==> config.mk <==
export PLATFORM = sky130hd
export DESIGN_NAME = ext_bus_strobe_seq
export DESIGN_NICKNAME = d
export VERILOG_FILES = /design/src/rtl/ext_bus_pkg.sv /design/src/rtl/bus_phase_ctr.sv /design/src/rtl/bus_acc_track.sv /design/src/rtl/bus_strobe_dec.sv /design/src/rtl/ext_bus_strobe_seq.sv
export SDC_FILE = /design/constraint.sdc
export NUM_CORES = 1
export LEC_CHECK = 0
export BUFFER_PORTS_ARGS = -buffer_cell sky130_fd_sc_hd__clkbuf_2
export CAP_MARGIN = 20
export CORE_MARGIN = 2
export CORE_UTILIZATION = 35
export CTS_CLUSTER_SIZE = 40
export DETAILED_ROUTE_END_ITERATION = 12
export HOLD_SLACK_MARGIN = 0.05
export MAX_ROUTING_LAYER = met4
export SETUP_SLACK_MARGIN = 0.4
export SYNTH_ARGS = -nofsm -noshare
export SYNTH_HDL_FRONTEND = slang
export SYNTH_SLANG_ARGS = --single-unit
export TNS_END_PERCENT = 30
==> constraint.sdc <==
create_clock -name clk -period 1.7 [get_ports clk]
set_clock_uncertainty 0.15 [all_clocks]
set_input_delay 0.255 -clock clk [delete_from_list [all_inputs] [get_ports clk]]
set_output_delay 0.255 -clock clk [all_outputs]
set_load 0.01 [all_outputs]
==> src/rtl/ext_bus_pkg.sv <==
package ext_bus_pkg;

    typedef enum logic [1:0] {
        ACC_NONE = 2'd0,
        ACC_RD   = 2'd1,
        ACC_WR   = 2'd2
    } acc_e;

    typedef struct packed {
        logic ext_fetch;
        logic ale_dis;
        logic op_movx;
        logic op_movc;
        logic idle;
        logic pdown;
        logic emul;
    } mode_t;

    // True when phase p lies in [start, start+len)
    function automatic logic in_win(input int p, input int start, input int len);
        return (p >= start) && (p < start + len);
    endfunction

endpackage

==> src/rtl/bus_phase_ctr.sv <==
module bus_phase_ctr #(
    parameter int CYCLE_LEN = 12,
    localparam int PW = $clog2(CYCLE_LEN)
) (
    input  logic          clk,
    input  logic          rst,
    output logic [PW-1:0] phase,
    output logic          last
);
    localparam logic [PW-1:0] LAST_P = PW'(CYCLE_LEN - 1);

    assign last = (phase == LAST_P);

    always_ff @(posedge clk) begin
        if (rst || last) phase <= '0;
        else             phase <= phase + 1'b1;
    end

    assert_wrap_R1: assert property (@(posedge clk) disable iff (rst)
        (phase == LAST_P) |=> (phase == '0));
    assert_range_R1: assert property (@(posedge clk) disable iff (rst)
        phase <= LAST_P);
endmodule

==> src/rtl/bus_acc_track.sv <==
module bus_acc_track
    import ext_bus_pkg::*;
(
    input  logic clk,
    input  logic rst,
    input  logic last,
    input  logic halt,
    input  logic req_rd,
    input  logic req_wr,
    output acc_e acc
);
    always_ff @(posedge clk) begin
        if (rst)            acc <= ACC_NONE;
        else if (last) begin
            if (halt)        acc <= ACC_NONE;
            else if (req_rd) acc <= ACC_RD;
            else if (req_wr) acc <= ACC_WR;
            else             acc <= ACC_NONE;
        end
    end

    assert_boundary_R4: assert property (@(posedge clk) disable iff (rst)
        !$stable(acc) |-> $past(last));
endmodule

==> src/rtl/bus_strobe_dec.sv <==
module bus_strobe_dec
    import ext_bus_pkg::*;
#(
    parameter int CYCLE_LEN    = 12,
    parameter int ALE_LEN      = 2,
    parameter int STROBE_START = 3,
    parameter int STROBE_LEN   = 6,
    localparam int PW       = $clog2(CYCLE_LEN),
    localparam int HALF     = CYCLE_LEN / 2,
    localparam int FETCH_LEN = HALF - STROBE_START,
    localparam int ADDR_LEN = ALE_LEN + 1
) (
    input  logic          clk,
    input  logic          rst,
    input  logic [PW-1:0] phase,
    input  acc_e          acc,
    input  mode_t         md,
    output logic          ale,
    output logic          psen_n,
    output logic          rd_n,
    output logic          wr_n,
    output logic          addr_phase,
    output logic          p0_drive
);
    int  p;
    logic data_cyc, sleep, ale_win, fetch_win, addr_win, strobe_win, ale_mute;

    always_comb begin
        p          = int'(phase);
        data_cyc   = (acc != ACC_NONE);
        sleep      = md.idle | md.pdown;
        strobe_win = in_win(p, STROBE_START, STROBE_LEN);

        ale_win   = in_win(p, 0, ALE_LEN) |
                    (!data_cyc && in_win(p, HALF, ALE_LEN));
        fetch_win = !data_cyc && md.ext_fetch &&
                    (in_win(p, STROBE_START, FETCH_LEN) ||
                     in_win(p, HALF + STROBE_START, FETCH_LEN));
        addr_win  = data_cyc ? in_win(p, 0, ADDR_LEN)
                             : md.ext_fetch && (in_win(p, 0, ADDR_LEN) ||
                                                in_win(p, HALF, ADDR_LEN));

        ale_mute = md.ale_dis & ~(md.ext_fetch | md.op_movx | md.op_movc |
                                  md.emul | sleep);

        if (md.pdown)     ale = 1'b0;
        else if (md.idle) ale = 1'b1;
        else              ale = ale_win & ~ale_mute;

        if (md.pdown)     psen_n = 1'b0;
        else if (md.idle) psen_n = 1'b1;
        else              psen_n = ~fetch_win;

        rd_n       = ~(!sleep && acc == ACC_RD && strobe_win);
        wr_n       = ~(!sleep && acc == ACC_WR && strobe_win);
        addr_phase = !sleep && addr_win;
        p0_drive   = addr_phase | ~wr_n;
    end

    assert_excl_R5: assert property (@(posedge clk) disable iff (rst)
        !(!rd_n && !wr_n));
    assert_rdfall_R5: assert property (@(posedge clk) disable iff (rst)
        $fell(rd_n) |-> (p == STROBE_START) || $past(md.idle | md.pdown));
    assert_nofetch_R6: assert property (@(posedge clk) disable iff (rst)
        (!rd_n || !wr_n) |-> psen_n);
    assert_pdown_R9: assert property (@(posedge clk) disable iff (rst)
        md.pdown |-> (!ale && !psen_n && rd_n && wr_n && !p0_drive));
    assert_mute_R7: assert property (@(posedge clk) disable iff (rst)
        (md.ale_dis && !md.ext_fetch && !md.op_movx && !md.op_movc &&
         !md.emul && !md.idle && !md.pdown) |-> !ale);
endmodule

==> src/rtl/ext_bus_strobe_seq.sv <==
module ext_bus_strobe_seq
    import ext_bus_pkg::*;
#(
    parameter int CYCLE_LEN    = 12,
    parameter int ALE_LEN      = 2,
    parameter int STROBE_START = 3,
    parameter int STROBE_LEN   = 6
) (
    input  logic clk,
    input  logic rst,
    input  logic ext_fetch,
    input  logic dreq_rd,
    input  logic dreq_wr,
    input  logic ale_dis,
    input  logic op_movx,
    input  logic op_movc,
    input  logic mode_idle,
    input  logic mode_pdown,
    input  logic mode_emul,
    output logic ale,
    output logic psen_n,
    output logic rd_n,
    output logic wr_n,
    output logic addr_phase,
    output logic p0_drive
);
    localparam int PW = $clog2(CYCLE_LEN);

    logic [PW-1:0] phase;
    logic          last;
    acc_e          acc;
    mode_t         md;

    assign md = '{ext_fetch: ext_fetch, ale_dis: ale_dis, op_movx: op_movx,
                  op_movc: op_movc, idle: mode_idle, pdown: mode_pdown,
                  emul: mode_emul};

    bus_phase_ctr #(.CYCLE_LEN(CYCLE_LEN)) u_ctr (
        .clk(clk), .rst(rst), .phase(phase), .last(last)
    );

    bus_acc_track u_acc (
        .clk(clk), .rst(rst), .last(last),
        .halt(mode_idle | mode_pdown),
        .req_rd(dreq_rd), .req_wr(dreq_wr), .acc(acc)
    );

    bus_strobe_dec #(
        .CYCLE_LEN(CYCLE_LEN), .ALE_LEN(ALE_LEN),
        .STROBE_START(STROBE_START), .STROBE_LEN(STROBE_LEN)
    ) u_dec (
        .clk(clk), .rst(rst), .phase(phase), .acc(acc), .md(md),
        .ale(ale), .psen_n(psen_n), .rd_n(rd_n), .wr_n(wr_n),
        .addr_phase(addr_phase), .p0_drive(p0_drive)
    );
endmodule

Word-level counts from Yosys, hierarchy flattened
Index checks and enable logic that the tools add are counted.
- register bits after elaboration: 6
- output and inout bits: 6
- add/subtract/negate cells: 1
- order comparisons: 9
- equal/unequal tests: 3
- mux-type cells: 8
- bitwise gates (word level): 14
- reductions and logical operators: 20
- operators by type and width (operator ; count):
    $logic_and 1x1->1 ; 14
    $lt 4x4->1 const B ; 3
    $lt 4x2->1 const B ; 2
    $or 1x1->1 ; 7
    $mux 2 ; 3
    $mux 1 ; 5
    $not 1->1 ; 5
    $add 4x1->4 const B ; 1
    $eq 4x4->1 const B ; 1
    $ge 4x2->1 const B ; 1
    $ge 4x3->1 const B ; 1
    $ge 4x4->1 const B ; 1
    $lt 4x3->1 const B ; 1
    $logic_or 1x1->1 ; 3
    $and 1x1->1 ; 2
    $eq 2x1->1 const B ; 1
    $eq 2x2->1 const B ; 1
    $logic_not 1->1 ; 2
    $reduce_bool 2->1 ; 1

Longest topological paths before layout
Gate-level depths: netlist of run 1.
- depth after elaboration: 10
- gate-level depth with buffers: 5
- depth with buffers taken out: 5

Cells and area by module
From an unflattened synthesis of run 1, not the netlist that was laid out.
- cell total of the unflattened synthesis: 52
- area, all modules: 449.2 µm²
- modules (own cells, without submodules) (module ; instances ; cells an instance ; area an instance (µm²) ; sequential area each (µm²)):
    bus_phase_ctr ; 1 ; 16 ; 188.9 ; 80.1
    bus_strobe_dec ; 1 ; 27 ; 172.7 ; 0.0
    bus_acc_track ; 1 ; 8 ; 81.3 ; 40.0
    ext_bus_strobe_seq ; 1 ; 1 ; 6.3 ; 0.0

Least setup slack after synthesis of run 1
OpenSTA, ideal clock, no wires.
- kind: reg-to-output
- start: register u_ctr.phase[1]
- end: output p0_drive
- arrival time: 1.328 ns
- required time: 1.295 ns
- slack: -0.033 ns
- cell stages (with the launch flop): 6
- path buffers: 0
- path through: dfxtp_1 > inv_1 > ha_1 > and3b_1 > o2111ai_1 > nand3_1
- longest elaborated chain between the ends: 7
- elaborated cells on any way between the ends: 12
- those cells by class: order compare (4); mux (1); bitwise (1); reduce/logical (6)
- RTL lines (what ; RTL line ; RTL):
    start: declaration ; bus_phase_ctr.sv:7 ; output logic [PW-1:0] phase,
    start signal: assignment ; bus_phase_ctr.sv:16 ; else phase <= phase + 1'b1;
    $ge 4x3->1 or $lt 4x4->1 (tied branches) ; ext_bus_pkg.sv:21 ; return (p >= start) && (p < start + len);
    $logic_and 1x1->1 ; ext_bus_pkg.sv:21 ;
    $logic_or 1x1->1 ; bus_strobe_dec.sv:40 ; : md.ext_fetch && (in_win(p, 0, ADDR_LEN) ||
    $logic_and 1x1->1 ; bus_strobe_dec.sv:40 ;
    $mux 1 ; bus_strobe_dec.sv:39 ; addr_win = data_cyc ? in_win(p, 0, ADDR_LEN)
    $logic_and 1x1->1 ; bus_strobe_dec.sv:56 ; addr_phase = !sleep && addr_win;
    $or 1x1->1 (*) ; bus_strobe_dec.sv:57 ; p0_drive = addr_phase | ~wr_n;
    end: declaration ; ext_bus_strobe_seq.sv:25 ; output logic p0_drive
Every way passes the cells marked *; elsewhere a longest branch is shown, timed or not.

Final worst setup path of run 1
- start: register u_ctr.phase[1]
- end: output rd_n
- longest elaborated chain between the ends: 4
- elaborated cells on any way between the ends: 5
- those cells by class: order compare (2); bitwise (1); reduce/logical (2)
- RTL lines (what ; RTL line ; RTL):
    $ge 4x2->1 or $lt 4x4->1 (tied branches) ; ext_bus_pkg.sv:21 ;
    $logic_and 1x1->1 (*) ; ext_bus_pkg.sv:21 ;
    $logic_and 1x1->1 (*) ; bus_strobe_dec.sv:54 ; rd_n = ~(!sleep && acc == ACC_RD && strobe_win);
    $not 1->1 (*) ; bus_strobe_dec.sv:54 ;
    end: declaration ; ext_bus_strobe_seq.sv:22 ; output logic rd_n,
Marks and branches as above.

==> impl_metrics.toml, run 1 <==
[run_status]
status = "finished with violations"
violations = "negative setup slack"

[timing]
setup_viol_count_final = 6
setup_slack_of_the_critical_path_after_layout_ps = -237
drv_slew = 0
grt_setup_unrepaired = "yes"
timing_worst_slew_pin_value_ps = 425
fmaxAchievable_mhz = 516
min_clock_period_post_route_ps = 1940
slew_headroom = 0.712
fin_crit_sh = 1.14
report.final.hold_viol_count = 0

[drt]
detail_route.iter0.violations = 0
post-route-drc-count = 0
drt_first_pass_iters = 1
drt-vias-per-instance = 5.31
post_drt_wl_per_cell_um = 11.4
routed_wl_um = 1120
route.vias.total = 520
route.antenna.remaining_nets = 0

[synthesis]
synth_cell_type_count = 29
yosys.area_share.simple = 0.384
largest_family_of_logic_cells_by_synthesized_area = "simple AND/OR/NAND/NOR gates"
syn-mean-instance-area_um2 = 8.48
postSynthCellCount = 58
muxShareOfSynthArea = 0
synth_compound_area_frac = 0.219
synth-adder-area-share = 0.0763
synth_seq_cells = 6
synthesis.area_um2 = 492
synth_xor_xnor_area_share = 0
synth.net_count = 72
synth-warning-count = 0
synth.yosys.seq_area_share = 0.244

[floorplanning]
floorplan.initialDensity = 0.378
count_of_boundary_i_o_pins = 17
num_rows = 13
core_area_um2 = 1300
die-width_um = 41.5
floorplan.die_area_um2 = 1720
die_h_um = 41.5

[pwr]
totalPowerFinal_uw = 402
static-leakage-power_uw = 0.000311
areal_power_density_over_the_cells_nw_per_um2 = 534
irDropWorstVdd_mv = 0.454

[finish]
multi_input_area_um2 = 413
synth_to_layout_area_growth_pct = 52.9
layout.filler_cells = 121
layout.area.seq_um2 = 129
count_of_inserted_antenna_diode_cells = 0
final_design_area_no_fill_um2 = 752
final_cell_mix = "sky130_fd_sc_hd__clkbuf_2, sky130_fd_sc_hd__buf_4, sky130_fd_sc_hd__and3b_2, sky130_fd_sc_hd__nor2_1, sky130_fd_sc_hd__a21oi_1"
final_common_cell = "sky130_fd_sc_hd__clkbuf_2"
drive_above_1_share = 0.602
num-nets-final = 98
finish.cell_count_without_fillers = 98

[critical_path]
critPathMaxStageDelay_ps = 360
critical_path.startpoint_type = "register"
timing.critical_path.slowest_stage_cell = "sky130_fd_sc_hd__dfxtp_4"
setup.worst_path.end_class = "primary output"
critical_path_start_end_classification = "register to primary output"
worst-path-max-fanout = 5
worst_ep_required_time_ps = 1290
timing.critical_path.arrival_ps = 1530
cell_breakdown_of_the_critical_path = "inv_4 -> ha_4 -> and3b_2 -> o21ai_2 -> or3_4 -> buf_6"

[global_routing]
grt_pass1_vias = 478
grt_util_all_layers = 0.144
grt_first_pass_wirelength_um = 1910
globalRoute.totalOverflow = 0
grt_max_degree = 9
grt_antenna_before_repair = 0

[clock_tree]
tritoncts = "built"
htreeDepth = 1
clk_root_buffer_cell = "sky130_fd_sc_hd__clkbuf_4"
clock_insertion_delay_worst_skew_ps = 250
clock_transition_at_the_registers_of_the_reported_paths_ps = 50
clock_path_buffers = 2
cts.sink_count = 6
cts_inserted_buffers = 3
hold_buffers = 0

[job]
maxCapViolCount = 0

[placed_design]
gp_routability_congestion = 0.722
numPlacedInstances = 93
place_ws_ps = 3.86
dp_hpwl_um = 875
numPortBuffers = 16
dpl_cell_area_um2 = 668

[min_path]
hp-class = "input port to register"
==> layout make-up <==
class / count / area share
multi-input combinational: 46 / 0.549
timing repair buffer: 23 / 0.193
sequential: 6 / 0.171
clock buffer: 4 / 0.0349
inverter: 4 / 0.0266
tap: 15 / 0.0250
==> worst max-delay path: cells and delay by family (launching register included) <==
family / cells / cell delay (ps)
AND/OR/NAND/NOR: 2 / 560
flip-flops: 1 / 360
buffers and inverters: 2 / 190
adder cells (fa/ha/maj): 1 / 110
AO/OA/AOI/OAI: 1 / 60
==> what timing repair did <==
| item | 4_1_cts | 5_1_grt |
|---|---|---|
| resized for setup | 6 | 11 |
| pin swaps | 1 | 0 |
| endpoints found under the setup margin | 9 | 12 |
| setup buffers | 1 | 0 |
==> logic make-up after synthesis <==
family	Yosys count
simple gates	27
compound gates	16
buf+inv	6
flops	6
fa+ha+maj	3
==> stage by stage <==
| stage | hold slack, ps | TNS (ps) | utilization |
|---|---|---|---|
| after CTS | 95.6 | -1010 | 0.556 |
| after global placement | 319 | 0 | 0.513 |
| after detailed placement | 330 | 0 | 0.513 |
| after global routing | 110 | -1420 | 0.578 |
| after floorplan | 171 | 0 | - |
| final | 99.3 | -878 | 0.578 |
==> final timing paths <==
kind	from	endpoint	slack, ps	depth (start not counted)
worst max-delay path	u_ctr.phase[1]	rd_n	-240	6
worst min register to register	u_acc.acc[0]	u_acc.acc[0]	350	2
worst max register to register	u_ctr.phase[1]	u_acc.acc[1]	270	5
worst min-delay path	rst	u_ctr.phase[3]	100	2
==> layer usage <==
| layer | vias up | share of wire | track usage |
|---|---|---|---|
| met2 | 16 | 0.46 | 0.238 |
| met3 | 3 | 0.044 | 0.0217 |
| li1 | 269 | - | - |
| met4 | 0 | 0.021 | 0.0968 |
| met1 | 232 | 0.47 | 0.158 |
| met5 | - | 0 | - |
==> flip-flops by register name, indices dropped and copies added, names as in the netlist <==
signal,count
u_ctr.phase,4
u_acc.acc,2
==> synthesized netlist by cell type, drive strengths merged <==
cell type	number	area (um^2)
nor3b	2	15.0
a21oi	5	25.0
nand3b	2	15.0
o31ai	1	7.51
o311ai	1	8.76
dfxtp	6	120
nand3	2	10.0
nor4	1	6.26
and4bb	1	12.5
o21bai	1	7.51
buf	2	22.5
nor3	2	10.0
o2bb2ai	1	8.76
nor2	5	26.3
or3	1	6.26
inv	4	15.0
nand2	3	11.3
nand2b	1	6.26
nand4b	1	8.76
a21boi	1	7.51
o21ba	1	10.0
and4b	1	10.0
o21ai	3	15.0
o2111ai	2	17.5
and3b	5	51.3
ha	3	37.5
==> power by group <==
part	internal [uW]	leakage, uW	switching, uW	total (uW)
clock network	89.0	0.0000150	52.6	142
registers	148	0.0000506	10.5	158
logic	54.3	0.000245	47.9	102
total	291	0.000311	111	402
Note: power is estimated with default switching activity, not from simulation.
==> run 2, diff against run 1 <==
--- a/config.mk
+++ b/config.mk
@@ -13,7 +13,6 @@
 export DETAILED_ROUTE_END_ITERATION = 12
 export HOLD_SLACK_MARGIN = 0.05
 export MAX_ROUTING_LAYER = met4
-export SETUP_SLACK_MARGIN = 0.4
 export SYNTH_ARGS = -nofsm -noshare
 export SYNTH_HDL_FRONTEND = slang
 export SYNTH_SLANG_ARGS = --single-unit
==> constraint.sdc (replaced) <==
create_clock -name clk -period 2 [get_ports clk]
set_clock_uncertainty 0.15 [all_clocks]
set_input_delay 0.3 -clock clk [delete_from_list [all_inputs] [get_ports clk]]
set_output_delay 0.3 -clock clk [all_outputs]
set_load 0.01 [all_outputs]
==> run 2 against run 1 <==
  * The flow still finishes with violations (negative setup slack)
  * Final area fell by 16%
  * Non-clock buffer count fell by 6
  * Sequential power fell by 13%
  * Clock-buffer cell count fell by 1
  * First-iteration DRC count up 6
  * Die area stayed put
  * Clock power shrank 22%
  * Setup slack improved by 230 ps
  * Critical path type unchanged
  * Highest routed layer unchanged
  * Combinational power decreased by 37%
  * Global-route usage down 0.62 points
==> impl_metrics.toml, run 2 (synthesized netlist as in run 1, its figures left out) <==
[finish]
count_of_inserted_antenna_diode_cells = 0
finish.cell_count_without_fillers = 91
final_core_utilization = 0.487
layout.filler_cells = 131
final_cell_mix = "sky130_fd_sc_hd__clkbuf_2, sky130_fd_sc_hd__a21oi_1, sky130_fd_sc_hd__and3b_2, sky130_fd_sc_hd__nor2_1"
num-nets-final = 92
largest_register_ff_count = 4
final_design_area_no_fill_um2 = 633
synth_to_layout_area_growth_pct = 28.8
drive_above_1_share = 0.461
registers.top_by_ff_count = "u_ctr.phase"
layout.area.seq_um2 = 129
final_common_cell = "sky130_fd_sc_hd__clkbuf_2"
biggestRegsByFlops = "u_ctr.phase (4), u_acc.acc (2)"
multi_input_area_um2 = 360

[critical_path]
critical_path.startpoint_type = "register"
reg2regPathDepth = 4
critPathMaxStageDelay_ps = 360
timing.critical_path.arrival_ps = 1560
worst_ep_required_time_ps = 1550
critical_path.reg2reg.startpoint = "u_ctr.phase[3]"
top_delay_family_on_crit_path = "simple AND/OR/NAND/NOR gates"
reg2reg_to = "u_ctr.phase[3]"
timing.critical_path.slowest_stage_cell = "sky130_fd_sc_hd__dfxtp_4"
cell_breakdown_of_the_critical_path = "inv_2 -> ha_1 -> and3b_2 -> o21ai_0 -> or3_1 -> clkbuf_2"
worst_case_register_to_register_setup_slack_ps = 690
worst-path-max-fanout = 8
timing.critical_path.buf_inv = 2
critical_path_start_end_classification = "register to primary output"
setup.worst_path.end_class = "primary output"

[placed_design]
numPortBuffers = 16
dp_hpwl_um = 813
dpl_cell_area_um2 = 576
numPlacedInstances = 88
gp_routability_congestion = 0.686

[clock_tree]
htreeDepth = 1
post_cts.repair.setup_buffers = 0
cts.sink_count = 6
tritoncts = "built"
hold_buffers = 0
clock_insertion_delay_worst_skew_ps = 240
clock_path_buffers = 2
cts_inserted_buffers = 3
clock_transition_at_the_registers_of_the_reported_paths_ps = 40
clk_root_buffer_cell = "sky130_fd_sc_hd__clkbuf_4"

[floorplanning]
die-width_um = 41.5
count_of_boundary_i_o_pins = 17
die_h_um = 41.5
floorplan.die_area_um2 = 1720
floorplan.initialDensity = 0.378
num_rows = 13
core_area_um2 = 1300

[timing]
slew_headroom = 0.722
timing_worst_slew_pin_value_ps = 411
setup_viol_count_final = 2
drv_slew = 0
fmaxAchievable_mhz = 498
setup_slack_of_the_critical_path_after_layout_ps = -7.73
min_clock_period_post_route_ps = 2010
fin_crit_sh = 1.00
report.final.hold_viol_count = 0
grt_setup_unrepaired = "yes"
finalHoldWorstSlack_ps = 151

[job]
maxCapViolCount = 0

[drt]
route.antenna.remaining_nets = 0
post_drt_wl_per_cell_um = 12.0
detail_route.iter0.violations = 6
routed_wl_um = 1090
route.vias.total = 484
drt-vias-per-instance = 5.32
post-route-drc-count = 0
drt_first_pass_iters = 3

[global_routing]
globalRoute.totalOverflow = 0
grt_first_pass_wirelength_um = 1790
grt_max_degree = 15
grt_pass1_vias = 441
grt_util_all_layers = 0.138
grt_antenna_before_repair = 0

[pwr]
irDropWorstVdd_mv = 0.423
static-leakage-power_uw = 0.000255
totalPowerFinal_uw = 312
areal_power_density_over_the_cells_nw_per_um2 = 494

[min_path]
worstHoldStart = "rst"
min_delay_worst_endpoint = "u_acc.acc[1]"
hold-path-cell-count = 2
hp-class = "input port to register"

[run_status]
status = "finished with violations"
violations = "negative setup slack"
## run 2: cell count changes in the layout (fill, tap and decap cells not counted), moves of 2 or more
cell / delta
sky130_fd_sc_hd__nor3b_2: -2
sky130_fd_sc_hd__nor3b_1: +2
sky130_fd_sc_hd__clkbuf_2: +3
sky130_fd_sc_hd__buf_4: -6
sky130_fd_sc_hd__inv_4: -2
sky130_fd_sc_hd__o21ai_0: +2
sky130_fd_sc_hd__buf_6: -2
## run 2: through the flow
| stage | setup TNS, ps | setup slack (ps) |
|---|---|---|
| after floorplan | 0 | 222 |
| after global placement | 0 | 159 |
| after detailed placement | 0 | 145 |
| after CTS | -8.16 | -8.16 |
| after global routing | -229 | -114 |
| final | -10.7 | -7.73 |
## run 2: power breakdown
| group | total, uW | internal [uW] | switching, uW | leakage, uW |
|---|---|---|---|---|
| clock | 111 | 67.8 | 42.9 | 0.0000138 |
| combinational | 64.1 | 32.9 | 31.1 | 0.000190 |
| sequential | 138 | 126 | 11.9 | 0.0000506 |
| total | 312 | 227 | 85.9 | 0.000255 |
## run 2: layout make-up
| cell class | instances | share of cell area |
|---|---|---|
| repair buffers | 17 | 0.138 |
| inverters | 4 | 0.0237 |
| flip-flops and latches | 6 | 0.204 |
| multi-input cells | 46 | 0.569 |
| well taps | 15 | 0.0296 |
| clock buffers | 3 | 0.0356 |
## run 2: routing by layer
layer / vias up / wire length [um] / GRT usage
met5: - / 0 / -
met4: 0 / 23 / 0.0968
met3: 3 / 67 / 0.0348
met2: 16 / 474 / 0.203
met1: 211 / 527 / 0.162
li1: 254 / - / -
## run 2: repair_timing
| action | in CTS | in global routing |
|---|---|---|
| pin swaps | 0 | 1 |
| endpoints found under the setup margin | 4 | 5 |
| gates resized for setup | 8 | 3 |
## run 2: worst max path at each step
| stage | start | endpoint | cells after the start |
|---|---|---|---|
| floorplan | u_ctr.phase[1] | p0_drive | 5 |
| global placement | u_ctr.phase[1] | rd_n | 5 |
| detailed placement | u_ctr.phase[0] | rd_n | 5 |
| CTS | u_ctr.phase[0] | rd_n | 6 |
| global route | u_ctr.phase[1] | rd_n | 6 |
| finish | u_ctr.phase[1] | rd_n | 6 |
## run 2: worst reg2reg max path: stages (launching register included)
cell and delay [ps]:
sky130_fd_sc_hd__dfxtp_1 440, sky130_fd_sc_hd__buf_4 190, sky130_fd_sc_hd__and3b_2 200, sky130_fd_sc_hd__o21ai_0 140, sky130_fd_sc_hd__a21oi_1 80
==> run 3, diff against run 2 <==
--- a/config.mk
+++ b/config.mk
@@ -7,10 +7,10 @@
 export LEC_CHECK = 0
 export BUFFER_PORTS_ARGS = -buffer_cell sky130_fd_sc_hd__clkbuf_2
 export CAP_MARGIN = 20
-export CORE_MARGIN = 2
-export CORE_UTILIZATION = 35
+export CORE_AREA = 2 2 39 41
 export CTS_CLUSTER_SIZE = 40
 export DETAILED_ROUTE_END_ITERATION = 12
+export DIE_AREA = 0 0 41 43
 export HOLD_SLACK_MARGIN = 0.05
 export MAX_ROUTING_LAYER = met4
 export SYNTH_ARGS = -nofsm -noshare
==> run 3 against run 2 <==
  * The run now ends clean
  * Global-route usage up 2.1 points
  * Core utilization down 0.19 points
  * Setup slack better by 43 ps
==> impl_metrics.toml, run 3 (synthesized netlist as in run 1, its figures left out) <==
[pwr]
clockPowerShare = 0.332
areal_power_density_over_the_cells_nw_per_um2 = 487
totalPowerFinal_uw = 326
irDropWorstVdd_mv = 0.368
sw_power_uw = 89.3
static-leakage-power_uw = 0.000264
seq_power_share = 0.424
netSwitchingFraction = 0.274
cell_internal_pwr_uw = 237
power.share.combinational = 0.244

[timing]
grt_setup_unrepaired = "yes"
min_clock_period_post_route_ps = 1960
drv_slew = 0
report.final.hold_viol_count = 0
timing.setup.tns_ps = 0
fmaxAchievable_mhz = 509
slew_headroom = 0.719
timing_worst_slew_pin_value_ps = 416
fin_crit_sh = 0.982
setup_viol_count_final = 0

[clock_tree]
clock_transition_at_the_registers_of_the_reported_paths_ps = 40
cts.sink_count = 6
htreeDepth = 1
hold_buffers = 0
clock_path_buffers = 2
clk_root_buffer_cell = "sky130_fd_sc_hd__clkbuf_4"
clock_insertion_delay_worst_skew_ps = 240
cts_inserted_buffers = 3
tritoncts = "built"

[drt]
route.vias.total = 498
drt_first_pass_iters = 2
detail_route.iter0.violations = 4
route.antenna.remaining_nets = 0
routed_wl_um = 1180
drt-vias-per-instance = 5.30
post-route-drc-count = 0
post_drt_wl_per_cell_um = 12.5

[global_routing]
grt_util_all_layers = 0.159
grt_antenna_before_repair = 0
grt_pass1_vias = 448
grt_first_pass_wirelength_um = 1770
grt_max_degree = 15
globalRoute.totalOverflow = 0

[finish]
final_core_utilization = 0.485
count_of_inserted_antenna_diode_cells = 0
final_design_area_no_fill_um2 = 671
drive_above_1_share = 0.526
final_common_cell = "sky130_fd_sc_hd__clkbuf_2"
synth_to_layout_area_growth_pct = 36.4
registers.top_by_ff_count = "u_ctr.phase"
final_cell_mix = "sky130_fd_sc_hd__clkbuf_2, sky130_fd_sc_hd__a21oi_1, sky130_fd_sc_hd__and3b_2, sky130_fd_sc_hd__nor2_1"
finish.cell_count_without_fillers = 94
largest_register_ff_count = 4
biggestRegsByFlops = "u_ctr.phase (4), u_acc.acc (2)"
num-nets-final = 94

[placed_design]
dp_hpwl_um = 813
gp_routability_congestion = 0.683
numPortBuffers = 16
numPlacedInstances = 88
dpl_cell_area_um2 = 569

[min_path]
hp-class = "input port to register"
hold-path-cell-count = 2
min_delay_worst_endpoint = "u_ctr.phase[3]"
worstHoldStart = "rst"

[critical_path]
reg2regPathDepth = 4
worst_ep_required_time_ps = 1550
timing.critical_path.slowest_stage_cell = "sky130_fd_sc_hd__dfxtp_4"
critPathMaxStageDelay_ps = 370
critical_path.reg2reg.startpoint = "u_ctr.phase[0]"
cell_breakdown_of_the_critical_path = "inv_4 -> ha_4 -> and3b_2 -> o21ai_1 -> or3_1 -> buf_2"
setup.worst_path.end_class = "primary output"
worst-path-max-fanout = 6
reg2reg_to = "u_acc.acc[1]"
worst_case_register_to_register_setup_slack_ps = 730
critical_path_start_end_classification = "register to primary output"
critical_path.startpoint_type = "register"
timing.critical_path.arrival_ps = 1510

[run_status]
status = "completed"

[floorplanning]
floorplan.initialDensity = 0.355
die_h_um = 43
count_of_boundary_i_o_pins = 17
floorplan.die_area_um2 = 1760
num_rows = 14
core_area_um2 = 1380
die-width_um = 41

[job]
maxCapViolCount = 0
[run 3: through the flow]
stage / hold slack, ps / setup slack (ps)
finish: 148 / 35.4
global route: 161 / -46.8
CTS: 150 / -14.8
detailed placement: 356 / 142
global placement: 361 / 175
floorplan: 219 / 222
[run 3: timing repair]
item / CTS / global route
resized for setup: 4 / 18
setup buffers: 0 / 3
endpoints found under the setup margin: 4 / 6
cloned: 0 / 0
pin swaps: 0 / 4
[run 3: how the worst max path moves through the flow]
stage,start,endpoint,slack [ps]
global route,u_ctr.phase[0],rd_n,-50
finish,u_ctr.phase[0],rd_n,40
CTS,u_ctr.phase[1],p0_drive,-10
detailed placement,u_ctr.phase[1],rd_n,140
global placement,u_ctr.phase[1],rd_n,180
floorplan,u_ctr.phase[1],p0_drive,220
[run 3: area by class of cell]
cell class | instances | area [um^2]
Inverter | 4 | 20.0
Fill cell | 140 | 713
Multi-Input combinational cell | 46 | 375
Tap cell | 16 | 20.0
Timing Repair Buffer | 19 | 103
Clock buffer | 3 | 22.5
Sequential cell | 6 | 130
[run 3: power by group through the flow]
stage                     logic, uW  registers (uW)  clock network (uW)
final                          79.6             138                 108
after floorplan                39.6             133                   0
after global routing           91.8             140                 119
after global placement         58.6             136                   0
after detailed placement       60.0             137                   0
after CTS                      60.7             136                 113
[run 3: worst max-delay path: cells and delay by family, from the launching register on]
family | cells | cell delay (ps)
flops | 1 | 370
compound gates | 1 | 60
simple gates | 2 | 520
fa+ha+maj | 1 | 120
buf+inv | 2 | 200
[run 3: layer usage]
metal	vias to the layer above	track usage	wire length, um
met1	222	0.171	535
met3	4	0.0314	44
met4	0	0.140	32
met5	-	-	0
met2	13	0.231	563
li1	259	-	-
